`config.mk`:
```
export PLATFORM = sky130hd
export DESIGN_NAME = sd_cmd_errchk
export DESIGN_NICKNAME = d
export VERILOG_FILES = /design/src/rtl/sd_cmdchk_pkg.sv /design/src/rtl/cmdchk_conflict.sv /design/src/rtl/cmdchk_rsp.sv /design/src/rtl/sd_cmd_errchk.sv
export SDC_FILE = /design/constraint.sdc
export NUM_CORES = 1
export LEC_CHECK = 0
export BUFFER_PORTS_ARGS = -buffer_cell sky130_fd_sc_hd__buf_2
export CORE_MARGIN = 2
export CORE_UTILIZATION = 40
export DETAILED_ROUTE_END_ITERATION = 7
export SLEW_MARGIN = 15
export SYNTH_ARGS = -nofsm -noshare
export SYNTH_HDL_FRONTEND = slang
export SYNTH_SLANG_ARGS = --single-unit
export TNS_END_PERCENT = 10
```
`constraint.sdc`:
```
create_clock -name clk -period 3 [get_ports clk]
set_clock_uncertainty 0.1 [all_clocks]
set_input_delay 0.6 -clock clk [delete_from_list [all_inputs] [get_ports clk]]
set_output_delay 0.6 -clock clk [all_outputs]
set_load 0.1 [all_outputs]
```
`src/rtl/sd_cmdchk_pkg.sv`:
```
package sd_cmdchk_pkg;

  localparam int CRC_W = 7;

  typedef enum logic [1:0] {
    ST_IDLE = 2'd0,
    ST_WAIT = 2'd1,
    ST_RECV = 2'd2
  } rsp_state_e;

  // one serial step of the x^7+x^3+1 register, message bit in at the top
  function automatic logic [CRC_W-1:0] crc7_next(input logic [CRC_W-1:0] c, input logic b);
    logic fb;
    fb = b ^ c[CRC_W-1];
    return {c[CRC_W-2:0], 1'b0} ^ (fb ? 7'h09 : 7'h00);
  endfunction

endpackage

```
`src/rtl/cmdchk_conflict.sv`:
```
module cmdchk_conflict (
  input  logic clk,
  input  logic rst_n,
  input  logic tx_bit,
  input  logic tx_en,
  input  logic line_in,
  output logic conflict_o,
  output logic abort_o
);

  logic drove_one_q;

  // a driven 1 last cycle that reads back as 0 now
  assign conflict_o = drove_one_q && !line_in && !abort_o;

  always_ff @(posedge clk or negedge rst_n) begin
    if (!rst_n) begin
      drove_one_q <= 1'b0;
      abort_o     <= 1'b0;
    end else begin
      drove_one_q <= tx_en && tx_bit;
      if (conflict_o)
        abort_o <= 1'b1;
      else if (!tx_en)
        abort_o <= 1'b0;
    end
  end

endmodule

```
`src/rtl/cmdchk_rsp.sv`:
```
module cmdchk_rsp
  import sd_cmdchk_pkg::*;
#(
  parameter int SHORT_LEN = 48,
  parameter int LONG_LEN  = 136,
  parameter int LONG_HDR  = 8,
  parameter int TMO_CYC   = 64,
  parameter int IDX_W     = 6
) (
  input  logic             clk,
  input  logic             rst_n,
  input  logic             start_i,
  input  logic             kill_i,
  input  logic             line_in,
  input  logic             rsp_long,
  input  logic [IDX_W-1:0] exp_idx,
  input  logic             idx_chk,
  output logic             tmo_ev,
  output logic             crc_ev,
  output logic             end_ev,
  output logic             idx_ev
);

  localparam int POS_W = $clog2(LONG_LEN);
  localparam int CNT_W = $clog2(TMO_CYC);
  localparam logic [POS_W-1:0] S_LAST   = POS_W'(SHORT_LEN - 1);
  localparam logic [POS_W-1:0] L_LAST   = POS_W'(LONG_LEN - 1);
  localparam logic [POS_W-1:0] S_PAY_LO = POS_W'(1);
  localparam logic [POS_W-1:0] L_PAY_LO = POS_W'(LONG_HDR);
  localparam logic [POS_W-1:0] S_PAY_HI = POS_W'(SHORT_LEN - 2 - CRC_W);
  localparam logic [POS_W-1:0] L_PAY_HI = POS_W'(LONG_LEN - 2 - CRC_W);
  localparam logic [POS_W-1:0] IDX_LO   = POS_W'(2);
  localparam logic [POS_W-1:0] IDX_HI   = POS_W'(1 + IDX_W);
  localparam logic [CNT_W-1:0] W_LAST   = CNT_W'(TMO_CYC - 1);

  rsp_state_e       st;
  logic [CNT_W-1:0] wcnt;
  logic [POS_W-1:0] pos;
  logic [CRC_W-1:0] crc_acc, rx_crc;
  logic [IDX_W-1:0] rx_idx, idx_q;
  logic             long_q, chk_q;

  logic [POS_W-1:0] last_pos, pay_lo, pay_hi;
  logic             in_pay, in_crcf, in_idx;
  logic             wait_expire, frame_end;

  always_comb begin
    last_pos = long_q ? L_LAST : S_LAST;
    pay_lo   = long_q ? L_PAY_LO : S_PAY_LO;
    pay_hi   = long_q ? L_PAY_HI : S_PAY_HI;
    in_pay   = (pos >= pay_lo) && (pos <= pay_hi);
    in_crcf  = (pos > pay_hi) && (pos < last_pos);
    in_idx   = !long_q && (pos >= IDX_LO) && (pos <= IDX_HI);
  end

  assign wait_expire = (st == ST_WAIT) && line_in && (wcnt == W_LAST) && !kill_i;
  assign frame_end   = (st == ST_RECV) && (pos == last_pos) && !kill_i;

  assign tmo_ev = wait_expire;
  assign end_ev = frame_end && !line_in;
  assign crc_ev = frame_end && (crc_acc != rx_crc);
  assign idx_ev = frame_end && chk_q && !long_q && (rx_idx != idx_q);

  always_ff @(posedge clk or negedge rst_n) begin
    if (!rst_n) begin
      st      <= ST_IDLE;
      wcnt    <= '0;
      pos     <= '0;
      crc_acc <= '0;
      rx_crc  <= '0;
      rx_idx  <= '0;
      idx_q   <= '0;
      long_q  <= 1'b0;
      chk_q   <= 1'b0;
    end else if (kill_i) begin
      st <= ST_IDLE;
    end else begin
      unique case (st)
        ST_IDLE: begin
          if (start_i) begin
            st     <= ST_WAIT;
            wcnt   <= '0;
            long_q <= rsp_long;
            idx_q  <= exp_idx;
            chk_q  <= idx_chk;
          end
        end
        ST_WAIT: begin
          if (!line_in) begin
            st      <= ST_RECV;
            pos     <= POS_W'(1);
            crc_acc <= '0;
          end else if (wcnt == W_LAST) begin
            st <= ST_IDLE;
          end else begin
            wcnt <= wcnt + CNT_W'(1);
          end
        end
        ST_RECV: begin
          if (in_pay)  crc_acc <= crc7_next(crc_acc, line_in);
          if (in_crcf) rx_crc  <= {rx_crc[CRC_W-2:0], line_in};
          if (in_idx)  rx_idx  <= {rx_idx[IDX_W-2:0], line_in};
          if (pos == last_pos) st  <= ST_IDLE;
          else                 pos <= pos + POS_W'(1);
        end
        default: st <= ST_IDLE;
      endcase
    end
  end

endmodule

```
`src/rtl/sd_cmd_errchk.sv`:
```
module sd_cmd_errchk #(
  parameter int SHORT_LEN = 48,
  parameter int LONG_LEN  = 136,
  parameter int LONG_HDR  = 8,
  parameter int TMO_CYC   = 64,
  parameter int IDX_W     = 6
) (
  input  logic             clk,
  input  logic             rst_n,
  input  logic             tx_bit,
  input  logic             tx_en,
  input  logic             line_in,
  input  logic             cmd_done,
  input  logic             rsp_long,
  input  logic [IDX_W-1:0] exp_idx,
  input  logic             idx_chk,
  output logic             err_tmo,
  output logic             err_crc,
  output logic             err_end,
  output logic             err_idx,
  output logic             abort_drv
);

  logic conflict_w;
  logic tmo_ev, crc_ev, end_ev, idx_ev;
  logic rsp_start;

  cmdchk_conflict u_conflict (
    .clk        (clk),
    .rst_n      (rst_n),
    .tx_bit     (tx_bit),
    .tx_en      (tx_en),
    .line_in    (line_in),
    .conflict_o (conflict_w),
    .abort_o    (abort_drv)
  );

  assign rsp_start = cmd_done && !abort_drv && !conflict_w;

  cmdchk_rsp #(
    .SHORT_LEN (SHORT_LEN),
    .LONG_LEN  (LONG_LEN),
    .LONG_HDR  (LONG_HDR),
    .TMO_CYC   (TMO_CYC),
    .IDX_W     (IDX_W)
  ) u_rsp (
    .clk      (clk),
    .rst_n    (rst_n),
    .start_i  (rsp_start),
    .kill_i   (conflict_w),
    .line_in  (line_in),
    .rsp_long (rsp_long),
    .exp_idx  (exp_idx),
    .idx_chk  (idx_chk),
    .tmo_ev   (tmo_ev),
    .crc_ev   (crc_ev),
    .end_ev   (end_ev),
    .idx_ev   (idx_ev)
  );

  always_ff @(posedge clk or negedge rst_n) begin
    if (!rst_n) begin
      err_tmo <= 1'b0;
      err_crc <= 1'b0;
      err_end <= 1'b0;
      err_idx <= 1'b0;
    end else begin
      err_tmo <= tmo_ev || conflict_w;
      err_crc <= crc_ev || conflict_w;
      err_end <= end_ev;
      err_idx <= idx_ev;
    end
  end

endmodule

```
==> results of run 1 <==
==> Yosys cell counts (2+ instances only) <==
library cell,count,area [um^2]
inv_1,6,22.5
nand3_1,7,35.0
a21oi_2,3,26.3
nor2_1,9,33.8
and2_1,4,25.0
mux2i_1,7,70.1
nand2_1,26,97.6
xnor2_1,12,105
a21oi_1,4,20.0
o21ai_0,4,20.0
and3_1,2,12.5
mux2_4,13,195
nor4b_1,2,17.5
ha_1,10,125
nand4_1,3,18.8
o21ai_1,2,10.0
a211oi_1,4,30.0
mux2_2,9,101
buf_2,3,15.0
xor2_1,10,87.6
a211oi_2,3,37.5
dfrtp_1,50,1250
o21bai_1,2,15.0
buf_6,4,45.0
==> per-layer routing <==
metal / vias up / routed length (um) / track usage / share of wire
met4: 0 / 53 / 0.0390 / 0.011
met5: - / 0 / 0 / 0
li1: 843 / - / - / -
met3: 5 / 123 / 0.0289 / 0.026
met2: 25 / 2160 / 0.227 / 0.46
met1: 832 / 2380 / 0.196 / 0.50
==> sequential cells by signal, indices dropped and copies added, names as in the netlist <==
name and cells:
err_idx 1, u_rsp.pos 8, u_rsp.crc_acc 7, err_tmo 1, u_rsp.chk_q 1, u_rsp.long_q 1
u_rsp.rx_crc 7, u_rsp.idx_q 6, u_rsp.wcnt 6, u_conflict.abort_o 1, u_rsp.st 2, u_conflict.drove_one_q 1
err_end 1, err_crc 1, u_rsp.rx_idx 6
==> worst min path at each step <==
| stage | start | to | slack, ns | cells after the start |
|---|---|---|---|---|
| 2_1_floorplan | rst_n | err_crc | 0.20 | 0 |
| 3_3_place_gp | u_rsp.chk_q | u_rsp.chk_q | 0.40 | 1 |
| 3_5_place_dp | u_rsp.chk_q | u_rsp.chk_q | 0.39 | 1 |
| 4_1_cts | rst_n | u_rsp.pos[6] | 0.07 | 1 |
| 5_1_grt | rst_n | u_rsp.pos[6] | 0.1 | 1 |
| 6_report | rst_n | u_rsp.pos[6] | 0.07 | 1 |
==> final cells by class <==
cell class,instances,share of cell area
multi-input cells,165,0.456
flip-flops and latches,50,0.425
repair buffers,22,0.0408
well taps,77,0.0328
clock buffers,5,0.0234
clock inverters,3,0.0136
inverters,6,0.00766
==> power by group <==
group / switching, mW / internal, mW / total, mW
clock: 0.221 / 0.246 / 0.467
combinational: 0.405 / 0.388 / 0.793
sequential: 0.180 / 0.838 / 1.02
total: 0.806 / 1.47 / 2.28
==> logic make-up (layout without fill, tap and decap cells) <==
kind of cell             Yosys count  count (layout)  synth area share
AND/OR/NAND/NOR                   74              74             0.157
adder cells (fa/ha/maj)           10              10            0.0468
AO/OA/AOI/OAI                     30              30            0.0888
buffers and inverters             13              36            0.0309
XOR/XNOR                          22              22            0.0720
flip-flops                        50              50             0.468
multiplexers                      29              29             0.137
==> worst max-delay path, delay by kind of cell (launching register included) <==
kind	cells	cell delay (ns)
compound gates	1	0.15
mux	1	0.34
fa+ha+maj	1	0.37
simple gates	3	0.71
flops	1	0.45
buf+inv	1	0.16
==> run summary, run 1 <==
Status = finished, final reports clean
Vias/cell = 5.20
Core Util, Final = 0.458
R2r setup slk = 0.60 ns
WP data required = 3.09 ns
Die X = 85.8 um
Pwr dens = 775 nW/um^2
Leak Pwr = 1.40 nW
Pre-CTS WS = 0.640 ns
Hold Slack = 0.0727 ns
TNS Setup = 0 ns
DR iter-0 viols = 93
Kind of start point of the critical path = flip-flop
Syn-to-layout area delta = 9.91%
Clock Latency Late Sink = 0.30 ns
Detailed Place HPWL = 3.59 mm
CP Launch Point = u_rsp.long_q
Num CTS Buffers = 5
Vias = 1705
Warnings, synthesis = 0
DR pass1 iterations = 4
Reg clk slew, reported paths = 0.10 ns
Max clock buf depth = 2
Multi-input gate area = 1340 um^2
Root buf cell = clkbuf_8
DR WL/cell = 14.4 um
Number of diodes = 0
Final Slew Violations = 0
Final Cell Area = 2940 um^2
Mapped Area = 2680 um^2
Synth cell types = 53
Largest net degree at the start of global routing = 23
Post-Syn Nets = 252
Most frequent cells in the layout = dfrtp_1, nand2_1, buf_2
Synthesized instance count = 228
Worst slew margin = 0.607
Fill cells = 582
Final WL = 4.72 mm
Crit share post-route = 0.799
# setup viols final = 0
Core footprint = 6420 um^2
Slowest cell delay on critical path = 0.45 ns
Std cell rows = 29
Crit path max fanout = 7
Fin cells = 328
Layout cells sized above 1 = 0.267
Max-cap violations = 0
Total die area = 7360 um^2
Tot Pwr = 2.28 mW
CTS Sinks = 50
Post-synth EDFFs = 0
Final ANT Viol Nets = 0
Die height = 85.8 um
CP Data Arrival Time = 2.48 ns
Placed Cells = 320
Net count, final = 274
Hold Path Class = input pin to async pin
Maximum VDD drop = 0.385 mV
Register bit total from synthesis = 50
Tightest Pin Transition = 0.589 ns
Seq/Total Area, Yosys = 0.468
GRT Total Usage = 0.141
Fin worst setup slack = 0.603 ns
CP max stage cell = dfrtp_1
Vias in the first global route = 1752
Most used DFF post-synth = dfrtp_1
Drt drc = 0
CP endpoint = u_rsp.rx_crc[4]
Min cycle time layout = 2.40 ns
Most common cell after layout, fill and taps aside = dfrtp_1
Dpl cell area = 2830 um^2
Endpoint class of the critical path = flip-flop
CP Cell Sequence = inv_1, ha_1, and3b_1, o21ai_1, nand3_2, nor3_4, mux2_4
FMAX = 417 MHz
Async SR Flop Fraction = 1.00
Capturing point of the worst reg2reg path = u_rsp.rx_crc[4]
Routability cong. = 0.891
Launching point of the worst reg2reg path = u_rsp.long_q
Initial core utilization = 0.417
Initial antenna violation count = 0
Buffers on Ports = 18
Reg2Reg Depth = 7
Crit path kind = flip-flop to flip-flop
Fin. Hold Viols = 0
H-tree depth = 2
Sequential Area = 1250 um^2
Post-CTS setup buffer count = 0
Hold-fix buffers, CTS = 0
I/O Pins = 19
CTS tree = built
RSZ-0062 raised after global routing = false
Syn Area/Cell = 11.7 um^2
First-pass GRT wire length = 8.34 mm
Overflow after GRT = 0
CTS resizes = 0
(Power assumes the default switching activity.)
==> run 2: changes to the inputs <==
Settings changed: ABC_AREA set to 1.
Clock period 3 ns to 2.35 ns, I/O delays scaled along.
==> run summary, run 2 <==
CTS tree = built
Hold Path Class = input pin to async pin
# setup viols final = 0 (unchanged)
Endpoint class of the critical path = flip-flop
Final ANT Viol Nets = 0 (unchanged)
Vias/cell = 4.72 (-9.1%)
Fin worst setup slack = 0.378 ns (-0.224 ns)
Number of diodes = 0 (unchanged)
Sequential Area = 1250 um^2 (unchanged)
Most common library cells after synthesis = nand2_1, dfrtp_1, nand3_1
Most used DFF post-synth = dfrtp_1
Top Metal Used = met3
Metal-1 WL = 2.60 mm (+9.5%)
Leak Pwr = 1.55 nW (+11%)
Count leader, synth = nand2_1
Hold-fix buffers, CTS = 0 (unchanged)
Syn-to-layout area delta = 11.3%
Largest net degree at the start of global routing = 31 (+35%)
Crit share post-route = 0.839 (+0.0399)
CP Data Arrival Time = 2.05 ns (-0.43 ns)
Initial core utilization = 0.413 (-0.00401)
Adder-Cell Fraction of Synth Area = 0.0446 (-0.00213)
Tot Pwr = 2.94 mW (+29%)
Crit path max fanout = 11 (+4)
Root buf cell = clkbuf_8
Worst slew margin = 0.382 (-0.226)
Multi-input gate area = 1370 um^2 (+1.9%)
Top post-synthesis cells by area = dfrtp_1, nand2_1, nand3_1
Synth Area in Compound Gates = 0.0620 (-0.0268)
Top Registers = u_rsp.pos: 8 flops, u_rsp.crc_acc: 7 flops, u_rsp.rx_crc: 7 flops
Pwr dens = 941 nW/um^2 (+21%)
DR WL/cell = 11.9 um (-17%)
Reg clk slew, reported paths = 0.10 ns (about the same)
Routability cong. = 0.778 (-13%)
Max-cap violations = 0 (unchanged)
H-tree depth = 2 (unchanged)
TNS Setup = 0 ns (unchanged)
Crit path kind = flip-flop to flip-flop
Synth Area in XOR/XNOR = 0.0375 (-0.0345)
Core footprint = 6790 um^2 (+5.8%)
Total die area = 7700 um^2 (+4.5%)
Die height = 87.7 um (+2.2%)
Placed Cells = 431 (+35%)
I/O Pins = 19 (unchanged)
Post-synth EDFFs = 0 (unchanged)
Min cycle time layout = 1.97 ns (-0.426 ns)
Max clock buf depth = 2 (unchanged)
Syn Area/Cell = 8.79 um^2 (-25%)
Async SR Flop Fraction = 1.00 (unchanged)
Met3 WL = 103 um (-16%)
Layout cells sized above 1 = 0.195 (-0.0716)
DR pass1 iterations = 4 (unchanged)
Die X = 87.7 um (+2.2%)
First-pass GRT wire length = 9.18 mm (+10%)
Tightest Pin Transition = 0.926 ns (+0.337 ns)
Net count, final = 366 (+34%)
Core Util, Final = 0.459 (+0.00147)
Warnings, synthesis = 0 (unchanged)
Buffers on Ports = 18 (unchanged)
Pre-CTS WS = 0.361 ns (-0.279 ns)
Seq/Total Area, Yosys = 0.446 (-0.0213)
RSZ-0062 raised after global routing = false
Post-Syn Nets = 343 (+36%)
Vias = 2074 (+22%)
Vias in the first global route = 1941 (+11%)
Synth cell types = 34 (-36%)
Largest register FFs = 8 (unchanged)
Cell taking the most area after synthesis = dfrtp_1
Num CTS Buffers = 5 (unchanged)
Most common cell after layout, fill and taps aside = nand2_1
Post-CTS setup buffer count = 0 (unchanged)
WP data required = 2.43 ns (-0.66 ns)
Fin cells = 439 (+34%)
Synthesized instance count = 319 (+40%)
Maximum VDD drop = 0.378 mV (-1.8%)
Initial antenna violation count = 0 (unchanged)
Largest family of logic cells by synthesized area = simple AND/OR/NAND/NOR gates
DR iter-0 viols = 84 (-9.7%)
Kind of start point of the critical path = flip-flop
Fill cells = 678 (+16%)
Drt drc = 0 (unchanged)
Mux cell area share after synthesis = 0.0335 (-0.104)
CTS Sinks = 50 (unchanged)
Final Slew Violations = 0 (unchanged)
Most frequent cells in the layout = nand2_1, dfrtp_1, nand3_1
GRT Total Usage = 0.150 (+0.00844)
Register bit total from synthesis = 50 (unchanged)
Fin. Hold Viols = 0 (unchanged)
Met2 WL = 2.53 mm (+17%)
Share of Yosys cell area claimed by the top area cell type = 0.446 (-0.0213)
Overflow after GRT = 0 (unchanged)
Post-Synth Simple-Gate Area = 0.310 (+0.153)
FMAX = 507 MHz (+22%)
Final WL = 5.23 mm (+11%)
Clock Latency Late Sink = 0.30 ns (about the same)
Mapped Area = 2800 um^2 (+4.8%)
Status = finished, final reports clean
Std cell rows = 30 (+3.4%)
Register name with the most flops = u_rsp.pos
CTS resizes = 0 (unchanged)
Detailed Place HPWL = 3.95 mm (+10%)
-- run 2: cell count changes after synthesis, moves of 5 or more --
cell / before / now
mux2i_1: 7 / 0
nor2_1: 9 / 26
inv_1: 6 / 36
mux2_2: 9 / 3
nand2_1: 26 / 76
xor2_1: 10 / 2
mux2_4: 13 / 4
o21ai_2: 0 / 5
nand3_1: 7 / 37
-- run 2: cell families after synthesis --
group                      after synthesis
DFF                                     50
xor gates and xnor gates                12
buffers and inverters                   42
muxes                                    7
adders and majority gates               10
and+or+nand+nor                        172
AOI/OAI and AO/OA                       26
-- run 2: power by group --
part           internal (mW)  switching (mW)
Combinational          0.421           0.654
Sequential              1.05           0.163
Clock                  0.351           0.296
-- run 2: path summary, 6_finish.rpt --
| check | startpoint | endpoint | slack, ns | cells past startpoint |
|---|---|---|---|---|
| max in group asynchronous | rst_n | u_rsp.wcnt[5] | 1.58 | 2 |
| worst max register to register | u_rsp.long_q | u_rsp.pos[0] | 0.38 | 9 |
| worst max-delay path | u_rsp.long_q | u_rsp.pos[0] | 0.38 | 9 |
| worst min register to register | u_rsp.rx_idx[3] | u_rsp.rx_idx[3] | 0.39 | 2 |
| worst min-delay path | rst_n | u_rsp.crc_acc[4] | 0.03 | 1 |
| min in group clk | tx_bit | u_conflict.drove_one_q | 0.25 | 3 |
-- run 2: through the flow --
stage	area, um^2	hold slack [ns]
floorplan	2800	0.0744
global placement	3000	0.367
detailed placement	3000	0.370
CTS	3120	0.0559
global route	3120	0.0584
finish	3120	0.0344
-- run 2: critical path, cell delays in order, from the launching register on --
cell and delay (ns):
dfrtp_1 0.39, inv_1 0.15, ha_1 0.34, nand2_1 0.09, nor3_4 0.20, nand2_4 0.11
nand2_8 0.11, nand2_4 0.11, inv_1 0.16, o21ai_0 0.10
-- run 2: area by class of cell --
| class | count | share of cell area |
|---|---|---|
| Clock buffer | 6 | 0.0265 |
| Multi-Input combinational cell | 227 | 0.438 |
| Sequential cell | 50 | 0.401 |
| Clock inverter | 2 | 0.0124 |
| Inverter | 39 | 0.0485 |
| Tap cell | 96 | 0.0385 |
| Timing Repair Buffer | 19 | 0.0353 |
-- run 2: per-layer routing --
metal,vias up,track usage
met2,22,0.231
met3,0,0.0283
met1,979,0.223
met4,0,0.0252
met5,-,0
li1,1073,-
